## config.mk

```make
export PLATFORM = sky130hd
export DESIGN_NAME = blk66_decoder
export DESIGN_NICKNAME = d
export VERILOG_FILES = /design/src/rtl/blk66_pkg.sv /design/src/rtl/blk66_code_map.sv /design/src/rtl/blk66_descrambler.sv /design/src/rtl/blk66_lane_decoder.sv /design/src/rtl/blk66_decoder.sv
export SDC_FILE = /design/constraint.sdc
export NUM_CORES = 1
export LEC_CHECK = 0
export ABC_AREA = 1
export CORE_MARGIN = 1.5
export CORE_UTILIZATION = 40
export DETAILED_ROUTE_END_ITERATION = 10
export DONT_BUFFER_PORTS = 1
export GPL_ROUTABILITY_DRIVEN = 0
export PLACE_DENSITY = 0.57
export SYNTH_ARGS = -nofsm -noshare
export SYNTH_HDL_FRONTEND = slang
export SYNTH_SLANG_ARGS = --single-unit
```

## constraint.sdc

```tcl
create_clock -name clk -period 3 [get_ports clk]
set_clock_uncertainty 0.1 [all_clocks]
set_input_delay 0.6 -clock clk [delete_from_list [all_inputs] [get_ports clk]]
set_output_delay 0.6 -clock clk [all_outputs]
set_load 0.03 [all_outputs]
```

## src/rtl/blk66_pkg.sv

```systemverilog
package blk66_pkg;

  localparam int LANES   = 8;
  localparam int BYTE_W  = 8;
  localparam int DATA_W  = LANES * BYTE_W;
  localparam int CODE_W  = 7;
  localparam int OCODE_W = 4;

  localparam logic [1:0] HDR_DATA = 2'b10;
  localparam logic [1:0] HDR_CTRL = 2'b01;

  localparam logic [7:0] LC_IDLE  = 8'h07;
  localparam logic [7:0] LC_LPI   = 8'h06;
  localparam logic [7:0] LC_START = 8'hFB;
  localparam logic [7:0] LC_TERM  = 8'hFD;
  localparam logic [7:0] LC_ERR   = 8'hFE;
  localparam logic [7:0] LC_SEQ   = 8'h9C;
  localparam logic [7:0] LC_SIG   = 8'h5C;
  localparam logic [7:0] LC_RSV0  = 8'h1C;
  localparam logic [7:0] LC_RSV1  = 8'h3C;
  localparam logic [7:0] LC_RSV2  = 8'h7C;
  localparam logic [7:0] LC_RSV3  = 8'hBC;
  localparam logic [7:0] LC_RSV4  = 8'hDC;
  localparam logic [7:0] LC_RSV5  = 8'hF7;

  typedef enum logic [7:0] {
    BT_ALLCTL  = 8'h1E,
    BT_OS_HI   = 8'h2D,
    BT_ST_HI   = 8'h33,
    BT_OS_ST   = 8'h66,
    BT_OS_BOTH = 8'h55,
    BT_ST_LO   = 8'h78,
    BT_OS_LO   = 8'h4B,
    BT_END0    = 8'h87,
    BT_END1    = 8'h99,
    BT_END2    = 8'hAA,
    BT_END3    = 8'hB4,
    BT_END4    = 8'hCC,
    BT_END5    = 8'hD2,
    BT_END6    = 8'hE1,
    BT_END7    = 8'hFF
  } blk_type_e;

  typedef struct packed {
    logic [DATA_W-1:0] data;
    logic [LANES-1:0]  ctrl;
  } lane_word_t;

  function automatic logic [7:0] oset_char(input logic [OCODE_W-1:0] oc);
    logic [7:0] r;
    case (oc)
      4'h0:    r = LC_SEQ;
      4'hF:    r = LC_SIG;
      default: r = LC_ERR;
    endcase
    return r;
  endfunction

endpackage

```

## src/rtl/blk66_code_map.sv

```systemverilog
module blk66_code_map
  import blk66_pkg::*;
(
  input  logic [CODE_W-1:0] code,
  output logic [7:0]        lane_char
);

  always_comb begin
    case (code)
      7'h00:   lane_char = LC_IDLE;
      7'h06:   lane_char = LC_LPI;
      7'h1E:   lane_char = LC_ERR;
      7'h2D:   lane_char = LC_RSV0;
      7'h33:   lane_char = LC_RSV1;
      7'h4B:   lane_char = LC_RSV2;
      7'h55:   lane_char = LC_RSV3;
      7'h66:   lane_char = LC_RSV4;
      7'h78:   lane_char = LC_RSV5;
      default: lane_char = LC_ERR;
    endcase
  end

endmodule

```

## src/rtl/blk66_descrambler.sv

```systemverilog
module blk66_descrambler #(
  parameter int W      = 64,
  parameter int SCR_W  = 58,
  parameter int TAP_A  = 38,
  parameter int TAP_B  = 57,
  parameter bit ENABLE = 1'b1
) (
  input  logic         clk,
  input  logic         rst_n,
  input  logic         adv,
  input  logic [W-1:0] din,
  output logic [W-1:0] dout
);

  localparam int EXT_W = SCR_W + W;
  localparam int OFS_A = SCR_W - TAP_A - 1;
  localparam int OFS_B = SCR_W - TAP_B - 1;

  logic [SCR_W-1:0] hist_q;
  logic [SCR_W-1:0] hist_d;
  logic [SCR_W-1:0] hist_nxt;
  logic [EXT_W-1:0] ext;
  logic [W-1:0]     clear_bits;

  // ext[0] is the oldest remembered bit, ext[EXT_W-1] the newest received bit
  for (genvar g = 0; g < SCR_W; g++) begin : g_hist
    assign ext[g] = hist_q[SCR_W-1-g];
  end
  assign ext[EXT_W-1:SCR_W] = din;

  for (genvar g = 0; g < W; g++) begin : g_bit
    assign clear_bits[g] = din[g] ^ ext[g + SCR_W + OFS_A - SCR_W + SCR_W - SCR_W + 0 + 0]
                                  ^ ext[g + SCR_W + OFS_B - SCR_W];
  end

  for (genvar g = 0; g < SCR_W; g++) begin : g_nxt
    assign hist_nxt[g] = din[W-1-g];
  end

  always_comb begin
    hist_d = hist_q;
    if (adv) hist_d = hist_nxt;
  end

  always_ff @(posedge clk or negedge rst_n) begin
    if (!rst_n) hist_q <= '0;
    else        hist_q <= hist_d;
  end

  if (ENABLE) begin : g_scr_on
    assign dout = clear_bits;
  end else begin : g_scr_off
    assign dout = din;
  end

endmodule

```

## src/rtl/blk66_lane_decoder.sv

```systemverilog
module blk66_lane_decoder
  import blk66_pkg::*;
(
  input  logic [1:0]        hdr,
  input  logic [DATA_W-1:0] pay,
  output lane_word_t        word
);

  logic [LANES-1:0][7:0] ctl_char;
  logic [LANES-1:0][7:0] pay_byte;
  logic [LANES-1:0][7:0] lane;
  logic [LANES-1:0]      flag;
  logic [7:0]            oset_lo;
  logic [7:0]            oset_hi;
  logic [3:0]            end_lane;
  logic                  is_end;
  blk_type_e             btype;

  for (genvar i = 0; i < LANES; i++) begin : g_lane
    assign pay_byte[i] = pay[BYTE_W*i +: BYTE_W];
    blk66_code_map u_map (
      .code      (pay[BYTE_W + CODE_W*i +: CODE_W]),
      .lane_char (ctl_char[i])
    );
  end

  assign btype   = blk_type_e'(pay_byte[0]);
  assign oset_lo = oset_char(pay_byte[4][3:0]);
  assign oset_hi = oset_char(pay_byte[4][7:4]);

  always_comb begin
    is_end   = 1'b1;
    end_lane = 4'd0;
    case (btype)
      BT_END0: end_lane = 4'd0;
      BT_END1: end_lane = 4'd1;
      BT_END2: end_lane = 4'd2;
      BT_END3: end_lane = 4'd3;
      BT_END4: end_lane = 4'd4;
      BT_END5: end_lane = 4'd5;
      BT_END6: end_lane = 4'd6;
      BT_END7: end_lane = 4'd7;
      default: is_end = 1'b0;
    endcase
  end

  always_comb begin
    lane = pay_byte;
    flag = '0;
    if (hdr == HDR_DATA) begin
      lane = pay_byte;
      flag = '0;
    end else if (hdr != HDR_CTRL) begin
      lane = {LANES{LC_ERR}};
      flag = '1;
    end else if (is_end) begin
      for (int i = 0; i < LANES; i++) begin
        if (i < int'(end_lane)) begin
          lane[i] = pay_byte[i+1];
          flag[i] = 1'b0;
        end else if (i == int'(end_lane)) begin
          lane[i] = LC_TERM;
          flag[i] = 1'b1;
        end else begin
          lane[i] = ctl_char[i];
          flag[i] = 1'b1;
        end
      end
    end else begin
      case (btype)
        BT_ALLCTL: begin
          lane = ctl_char;
          flag = '1;
        end
        BT_ST_LO: begin
          lane[0] = LC_START;
          flag    = 8'h01;
        end
        BT_ST_HI: begin
          lane[3:0] = ctl_char[3:0];
          lane[4]   = LC_START;
          flag      = 8'h1F;
        end
        BT_OS_LO: begin
          lane[0]   = oset_lo;
          lane[7:4] = ctl_char[7:4];
          flag      = 8'hF1;
        end
        BT_OS_HI: begin
          lane[3:0] = ctl_char[3:0];
          lane[4]   = oset_hi;
          flag      = 8'h1F;
        end
        BT_OS_ST: begin
          lane[0] = oset_lo;
          lane[4] = LC_START;
          flag    = 8'h11;
        end
        BT_OS_BOTH: begin
          lane[0] = oset_lo;
          lane[4] = oset_hi;
          flag    = 8'h11;
        end
        default: begin
          lane = {LANES{LC_ERR}};
          flag = '1;
        end
      endcase
    end
  end

  assign word.data = lane;
  assign word.ctrl = flag;

endmodule

```

## src/rtl/blk66_decoder.sv

```systemverilog
module blk66_decoder
  import blk66_pkg::*;
#(
  parameter int SCR_W    = 58,
  parameter int TAP_A    = 38,
  parameter int TAP_B    = 57,
  parameter bit SCRAMBLE = 1'b1,
  parameter bit BIT_REV  = 1'b0
) (
  input  logic              clk,
  input  logic              rst_n,
  input  logic              in_valid,
  input  logic [1:0]        in_hdr,
  input  logic [DATA_W-1:0] in_blk,
  output logic              out_valid,
  output logic [DATA_W-1:0] out_data,
  output logic [LANES-1:0]  out_ctrl
);

  logic [1:0]        hdr_ord;
  logic [DATA_W-1:0] blk_ord;
  logic [DATA_W-1:0] blk_clear;
  lane_word_t        dec_word;
  lane_word_t        word_q;
  lane_word_t        word_d;
  logic              vld_q;
  logic              vld_d;

  if (BIT_REV) begin : g_rev
    for (genvar i = 0; i < DATA_W; i++) begin : g_b
      assign blk_ord[i] = in_blk[DATA_W-1-i];
    end
    assign hdr_ord = {in_hdr[0], in_hdr[1]};
  end else begin : g_fwd
    assign blk_ord = in_blk;
    assign hdr_ord = in_hdr;
  end

  blk66_descrambler #(
    .W      (DATA_W),
    .SCR_W  (SCR_W),
    .TAP_A  (TAP_A),
    .TAP_B  (TAP_B),
    .ENABLE (SCRAMBLE)
  ) u_descr (
    .clk   (clk),
    .rst_n (rst_n),
    .adv   (in_valid),
    .din   (blk_ord),
    .dout  (blk_clear)
  );

  blk66_lane_decoder u_dec (
    .hdr  (hdr_ord),
    .pay  (blk_clear),
    .word (dec_word)
  );

  always_comb begin
    word_d = word_q;
    vld_d  = in_valid;
    if (in_valid) word_d = dec_word;
  end

  always_ff @(posedge clk or negedge rst_n) begin
    if (!rst_n) begin
      vld_q       <= 1'b0;
      word_q.data <= {LANES{LC_IDLE}};
      word_q.ctrl <= '1;
    end else begin
      vld_q  <= vld_d;
      word_q <= word_d;
    end
  end

  assign out_valid = vld_q;
  assign out_data  = word_q.data;
  assign out_ctrl  = word_q.ctrl;

endmodule

```

==> key figures, run 1 <==
Setup path
  • Arrival time worst endpoint: 3.16 ns
  • Crit start category: flop
  • WS Path Type: reg -> reg
  • Max FO, Critical Path: 11
  • Crit. End Element: flop
  • Worst EP required: 3.29 ns

Place
  • Pre-CTS setup slack: 0.1139 ns
  • Port bufs: 0
  • Placed Area: 12540 sq um
  • Hpwl dp: 39.14 mm

Clock network
  • Clock root cell: clkbuf_16
  • Later-pin clock latency in the skew report: 0.46 ns
  • Total CTS buffers: 17
  • Clock buffer depth: 2
  • Clk slew on worst S/H paths: 0.06 ns
  • CTS tree: built
  • H-tree Lvls: 4
  • CTS sink count: 131

Timing
  • Unrepaired setup endpoints after global routing: false
  • Max Slew Vio Count: 0
  • Final period utilization: 0.9550
  • Worst-Margin Slew: 0.7517 ns
  • Fmax: 349.1 MHz
  • Fin. Hold Viols: 131
  • Final setup fails: 0
  • Final min period: 2.865 ns
  • Max transition margin: 0.4983
  • Hold_ws: -0.2556 ns
  • Final setup margin: 0.1351 ns
  • Setup tns final: 0 ns

Final layout
  • Post-route cell area: 13230 sq um
  • Share of layout cells above drive strength 1: 0.07759
  • Commonest non-fill, non-tap cells in the layout: 1025 x nand2_1, 213 x nor2_1, 189 x inv_1
  • Synth-to-Final Area Change: 9.390%
  • Most common cell after layout, fill and taps aside: nand2_1
  • Post-layout nets: 2234
  • Antenna Cells: 0
  • Final Util: 0.4453

Synthesis
  • Register area share after synthesis: 0.2743
  • Synthesized instance count: 2165
  • Largest family of logic cells by synthesized area: simple AND/OR/NAND/NOR gates
  • Compound-Gate Fraction of Synth Area: 0.1009
  • Synth Area in Adders: 0
  • Mux contribution to synthesized area: 0
  • Post-Syn Area: 12100 sq um
  • Post-synthesis xor/xnor area fraction: 0.02534
  • Synthesized area per cell: 5.588 sq um
  • Syn Nets: 2234
  • Count of cell types in the netlist: 37
  • Post-Synth Simple-Gate Area: 0.5087
  • Yosys reg bits: 131
  • Synth warn: 0

Global route
  • Vias in the first global route: 13130
  • First-pass GRT wire length: 76.54 mm
  • Largest net degree at the start of global routing: 170
  • Initial antenna violation count: 0
  • GRT Total Usage: 0.3263
  • Remaining Overflow, GRT: 0

Routing
  • Routed len/inst: 19.56 microns
  • DR vias: 14140
  • TritonRoute pass-1 iters: 6
  • DRT iter0 DRCs: 1613
  • Routed wire length: 50.22 mm
  • DR DRC count: 0
  • Vias per cell: 5.504
  • Final antenna-violating net count: 0

Floorplan
  • Core region area: 29720 sq um
  • I/O pin count: 142
  • Initial Util: 0.4071
  • Site row count: 63
  • DIE AREA: 31300 sq um
  • Die height: 176.9 microns
  • Die X: 176.9 microns

Power and ir drop
  • Power Density: 491.8 nW/um^2
  • Worst VDD drop: 0.0003696 V
  • P_leak: 7.136 nW
  • Power consumption: 6.508 mW

Flow run
  • Max-Cap Viols: 0

Run status
  • Outcome: finished with violations
  • Failing checks: hold timing

Worst hold path
  • Min-delay worst type: in -> async
## logic make-up (layout without fill, tap and decap cells)
group | count (synthesis) | count (layout)
flip-flops | 131 | 131
buffers and inverters | 264 | 277
AND/OR/NAND/NOR | 1501 | 1501
XOR/XNOR | 35 | 35
AO/OA/AOI/OAI | 234 | 234
## where the power goes
part           internal (mW)  total [mW]  switching [mW]
Sequential              1.98        2.35           0.367
Clock                   1.42        2.34           0.917
Combinational          0.503        1.82            1.32
Total                   3.91        6.51            2.60
## Yosys cell counts, drive strengths merged
cell	instances	area, sq um
nand2	1049	4035
nor2	229	940.9
inv	203	762.0
nand3	189	960.9
o21ai	159	795.8
dfrtp	99	2477
a21oi	55	275.3
clkbuf	38	142.6
dfstp	32	840.8
buf	23	192.7
xor2	23	201.4
o211ai	13	97.59
xnor2	12	105.1
nand4	11	68.82
nand3b	7	52.55
or2	6	37.54
nor3	5	25.02
a21o	2	15.01
and2	2	12.51
nor3b	2	15.01
a211oi	1	7.510
a21boi	1	7.510
nor4	1	6.260
o2111ai	1	8.760
o21bai	1	7.510
o22ai	1	6.260
## final timing paths
check                              startpoint            to  slack (ns)  cells after the start
setup / recovery           u_descr.hist_q[35]  out_data[43]        0.14                     17
hold / removal                          rst_n  out_data[60]       -0.26                      0
setup reg to reg           u_descr.hist_q[35]  out_data[43]        0.14                     17
hold reg to reg                  out_data[42]  out_data[42]        0.45                      2
max in group asynchronous               rst_n   out_data[9]        2.80                      0
min in group clk                     in_valid     out_valid        0.11                      0
## critical path, stage by stage (launching register included)
cell,delay [ns]
dfrtp_1,0.43
inv_1,0.15
nand2_1,0.09
nand3_1,0.09
nand2_1,0.17
nand2_2,0.17
nor2_1,0.06
nand2_2,0.14
nand2_1,0.13
nor2_4,0.28
nand2_4,0.15
nand2_2,0.26
inv_4,0.14
nand3_1,0.12
nand2_1,0.09
nand2_1,0.10
nand2_1,0.07
nand2_1,0.05
## state kept, by name (all words and copies together) (netlist names)
| name | cells |
|---|---|
| u_descr.hist_q | 58 |
| out_valid | 1 |
| out_data | 64 |
| out_ctrl | 8 |
## metal layers
layer	wire, microns	up-vias	global-route usage	share of wire
met4	2599	0	0.1684	0.052
met5	0	-	0	0
li1	-	6787	-	-
met3	5087	162	0.08892	0.10
met2	22090	769	0.5106	0.44
met1	20440	6417	0.4100	0.41
## area by class of cell
class,instances,area [sq um]
fill,3210,16480
multi-input combinational,1770,7685
sequential,131,3318
inverter,203,764.5
clock buffer,22,494.2
tap,390,488.0
timing repair buffer,42,340.3
clock inverter,10,143.9
## per-stage QoR
step                cells  hold slack (ns)
floorplan            2165           0.2044
global placement     2529           0.2135
detailed placement   2529           0.2101
CTS                  2561          -0.2721
global route         2568          -0.2748
finish               2568          -0.2556
## repair_timing
action | 4_1_cts | 5_1_grt
resized for setup | 0 | 1
endpoints found under the hold margin | 131 | 131
endpoints found under the setup margin | 0 | 4
buffers inserted | 0 | 7
Power figures use the tool's default switching activity.
==> inputs of run 2 (changes only) <==
CELL_PAD_IN_SITES_DETAIL_PLACEMENT = 1   (was unset)
CELL_PAD_IN_SITES_GLOBAL_PLACEMENT = 1   (was unset)
CORE_ASPECT_RATIO = 1.75   (was unset)
PLACE_DENSITY = 0.78   (was 0.57)
==> run 2 against run 1 <==
Compared with the run above:
- the run still ends with hold timing left
- worst setup slack worse by 0.024 ns
- clock-buffer cell count down 5
- register-to-register slack got worse by 0.02 ns
- global-route usage is 3.8 points higher
- utilization decreased by 0.41 points
- total power grew 1.8%
- clock power increased by 3%
- wire length rose by 12%
- fmax down 0.84%
- combinational power up 2%
- largest power group is now clock
- sequential share of layout area hardly changed
- cell area decreased by 0.12%
==> key figures, run 2 (synthesized netlist as in run 1, its figures left out) <==
Global route
  • Vias in the first global route: 15110 (+15%)
  • Largest net degree at the start of global routing: 170 (unchanged)
  • GRT Total Usage: 0.3645 (+0.03825)
  • Remaining Overflow, GRT: 0 (unchanged)
  • Initial antenna violation count: 0 (unchanged)
  • First-pass GRT wire length: 85.88 mm (+12%)

Final layout
  • Post-layout nets: 2230 (-0.18%)
  • Flip-flop count of the largest register after layout: 64 (unchanged)
  • Antenna Cells: 0 (unchanged)
  • Share of layout cells above drive strength 1: 0.07590 (-0.001697)
  • Most common cell after layout, fill and taps aside: nand2_1
  • Fin cells: 2561 (-0.27%)
  • Filler cells: 4323 (+35%)
  • Synth-to-Final Area Change: 9.257%
  • Commonest non-fill, non-tap cells in the layout: 1025 x nand2_1, 213 x nor2_1, 189 x inv_1

Routing
  • TritonRoute pass-1 iters: 6 (unchanged)
  • DR DRC count: 0 (unchanged)
  • Routed wire length: 56.17 mm (+12%)
  • Routed len/inst: 21.93 microns (+12%)
  • DR vias: 14570 (+3.1%)
  • Vias per cell: 5.690 (+3.4%)
  • Final antenna-violating net count: 0 (unchanged)
  • DRT iter0 DRCs: 855 (-47%)

Timing
  • Hold_ws: -0.2613 ns (-0.005698 ns)
  • Max transition margin: 0.5103 (+0.01197)
  • Worst-Margin Slew: 0.7269 ns (-0.02480 ns)
  • Final setup fails: 0 (unchanged)
  • Fin. Hold Viols: 129 (-1.5%)
  • Final min period: 2.889 ns (+0.02417 ns)
  • Max Slew Vio Count: 0 (unchanged)
  • Fmax: 346.1 MHz (-0.84%)
  • Unrepaired setup endpoints after global routing: true
  • Final period utilization: 0.9630 (+0.008056)

Flow run
  • Max-Cap Viols: 0 (unchanged)

Floorplan
  • I/O pin count: 142 (unchanged)
  • Die X: 134.5 microns (-24%)
  • Core region area: 29950 sq um (+0.80%)
  • Site row count: 84 (+33%)
  • DIE AREA: 31340 sq um (+0.13%)
  • Die height: 233.1 microns (+32%)
  • Initial Util: 0.4039 (-0.003214)

Setup path
  • WP buf/inv: 1 (-1)
  • Critical-path cell list: inv_1 > nand2_2 > nand2_1 > nand2_1 > nand2_2 > nor2_1 > nand2_1 > nor2_2 > nor2_8 > nand2_4 > nor2_2 > nor2_2 > nand2_1 > nand3_1 > nand2_1
  • CP max-delay cell: dfrtp_1
  • Max FO, Critical Path: 10 (-1)
  • WS Path Type: reg -> reg
  • Delay-heaviest family, CP: simple AND/OR/NAND/NOR gates
  • Arrival time worst endpoint: 3.18 ns (+0.02 ns)
  • Slowest cell delay on critical path: 0.40 ns (-0.03 ns)
  • Worst EP required: 3.29 ns (about the same)
  • Crit. End Element: flop
  • Most common cell type on the critical path: nand2_1
  • Crit start category: flop

Power and ir drop
  • P_leak: 7.130 nW (about the same)
  • Worst VDD drop: 0.0004490 V (+21%)
  • Power Density: 501.2 nW/um^2 (+1.9%)

Clock network
  • Clk slew on worst S/H paths: 0.06 ns (about the same)
  • Clock buffer depth: 2 (unchanged)
  • Later-pin clock latency in the skew report: 0.46 ns (about the same)
  • H-tree Lvls: 4 (unchanged)
  • Post CTS Setup Buffer Count: 0 (unchanged)
  • CTS sink count: 131 (unchanged)
  • Clock root cell: clkbuf_16
  • CTS tree: built
  • Total CTS buffers: 17 (unchanged)

Run status
  • Outcome: finished with violations
  • Failing checks: hold timing

Place
  • Hpwl dp: 45.13 mm (+15%)
  • Port bufs: 0 (unchanged)
  • Dpl cells: 2529 (unchanged)

Worst hold path
  • Min-delay worst type: in -> async
==> run 2: cell count changes in the layout (fill, tap and decap cells not counted), sizes merged <==
cell / previous run / this run
clkinvlp: 3 / 5
buf: 42 / 38
clkbuf: 22 / 17
inv: 206 / 205
bufinv: 3 / 5
clkinv: 1 / 3
==> run 2: final cells by class <==
type,count,area (sq um),share of cell area
inverters,203,762.0,0.05765
repair buffers,38,301.5,0.02281
clock inverters,15,231.5,0.01751
multi-input cells,1770,7695,0.5822
flip-flops and latches,131,3318,0.2510
well taps,387,484.2,0.03663
clock buffers,17,425.4,0.03218
==> run 2: report_power, final <==
| part | total, mW | switching, mW | internal [mW] |
|---|---|---|---|
| registers | 2.36 | 0.375 | 1.98 |
| clock network | 2.41 | 0.926 | 1.48 |
| logic | 1.86 | 1.38 | 0.487 |
==> run 2: what timing repair did <==
action / 4_1_cts / 5_1_grt
gates resized for setup: 0 / 4
endpoints found under the setup margin: 0 / 8
hold endpoints to repair: 131 / 131
==> run 2: path summary, 6_finish.rpt <==
| check | end | slack, ns | depth (start not counted) | start |
|---|---|---|---|---|
| hold / removal | out_data[21] | -0.26 | 0 | rst_n |
| setup / recovery | out_data[2] | 0.11 | 15 | u_descr.hist_q[34] |
| min in group clk | u_descr.hist_q[28] | 0.15 | 1 | in_valid |
| hold reg to reg | out_ctrl[4] | 0.45 | 2 | out_ctrl[4] |
| max in group asynchronous | out_data[56] | 2.74 | 0 | rst_n |
| setup reg to reg | out_data[2] | 0.11 | 15 | u_descr.hist_q[34] |
==> run 2: per-layer routing <==
layer | wire, microns | track usage | share of wire
met5 | 0 | 0 | 0
met2 | 26860 | 0.6149 | 0.48
met4 | 5675 | 0.3192 | 0.10
met3 | 3887 | 0.08594 | 0.069
met1 | 19750 | 0.3752 | 0.35
==> run 2: worst reg2reg max path, delay by kind of cell, from the launching register on <==
family / cells / cell delay [ns]
AND/OR/NAND/NOR: 14 / 2.20
flip-flops: 1 / 0.40
buffers and inverters: 1 / 0.12
==> run 2: metrics by stage <==
step | utilization | worst slack, ns | area, sq um | power (mW) | setup TNS (ns)
2_1_floorplan | - | 0.6886 | 12100 | 3.522 | 0
3_3_place_gp | 0.4189 | 0.1599 | 12550 | 4.129 | 0
3_5_place_dp | 0.4189 | 0.08596 | 12550 | 4.193 | 0
4_1_cts | 0.4408 | 0.1945 | 13200 | 6.616 | 0
5_1_grt | 0.4413 | -0.05641 | 13220 | 6.890 | -0.08723
6_report | 0.4413 | 0.1109 | 13220 | 6.625 | 0
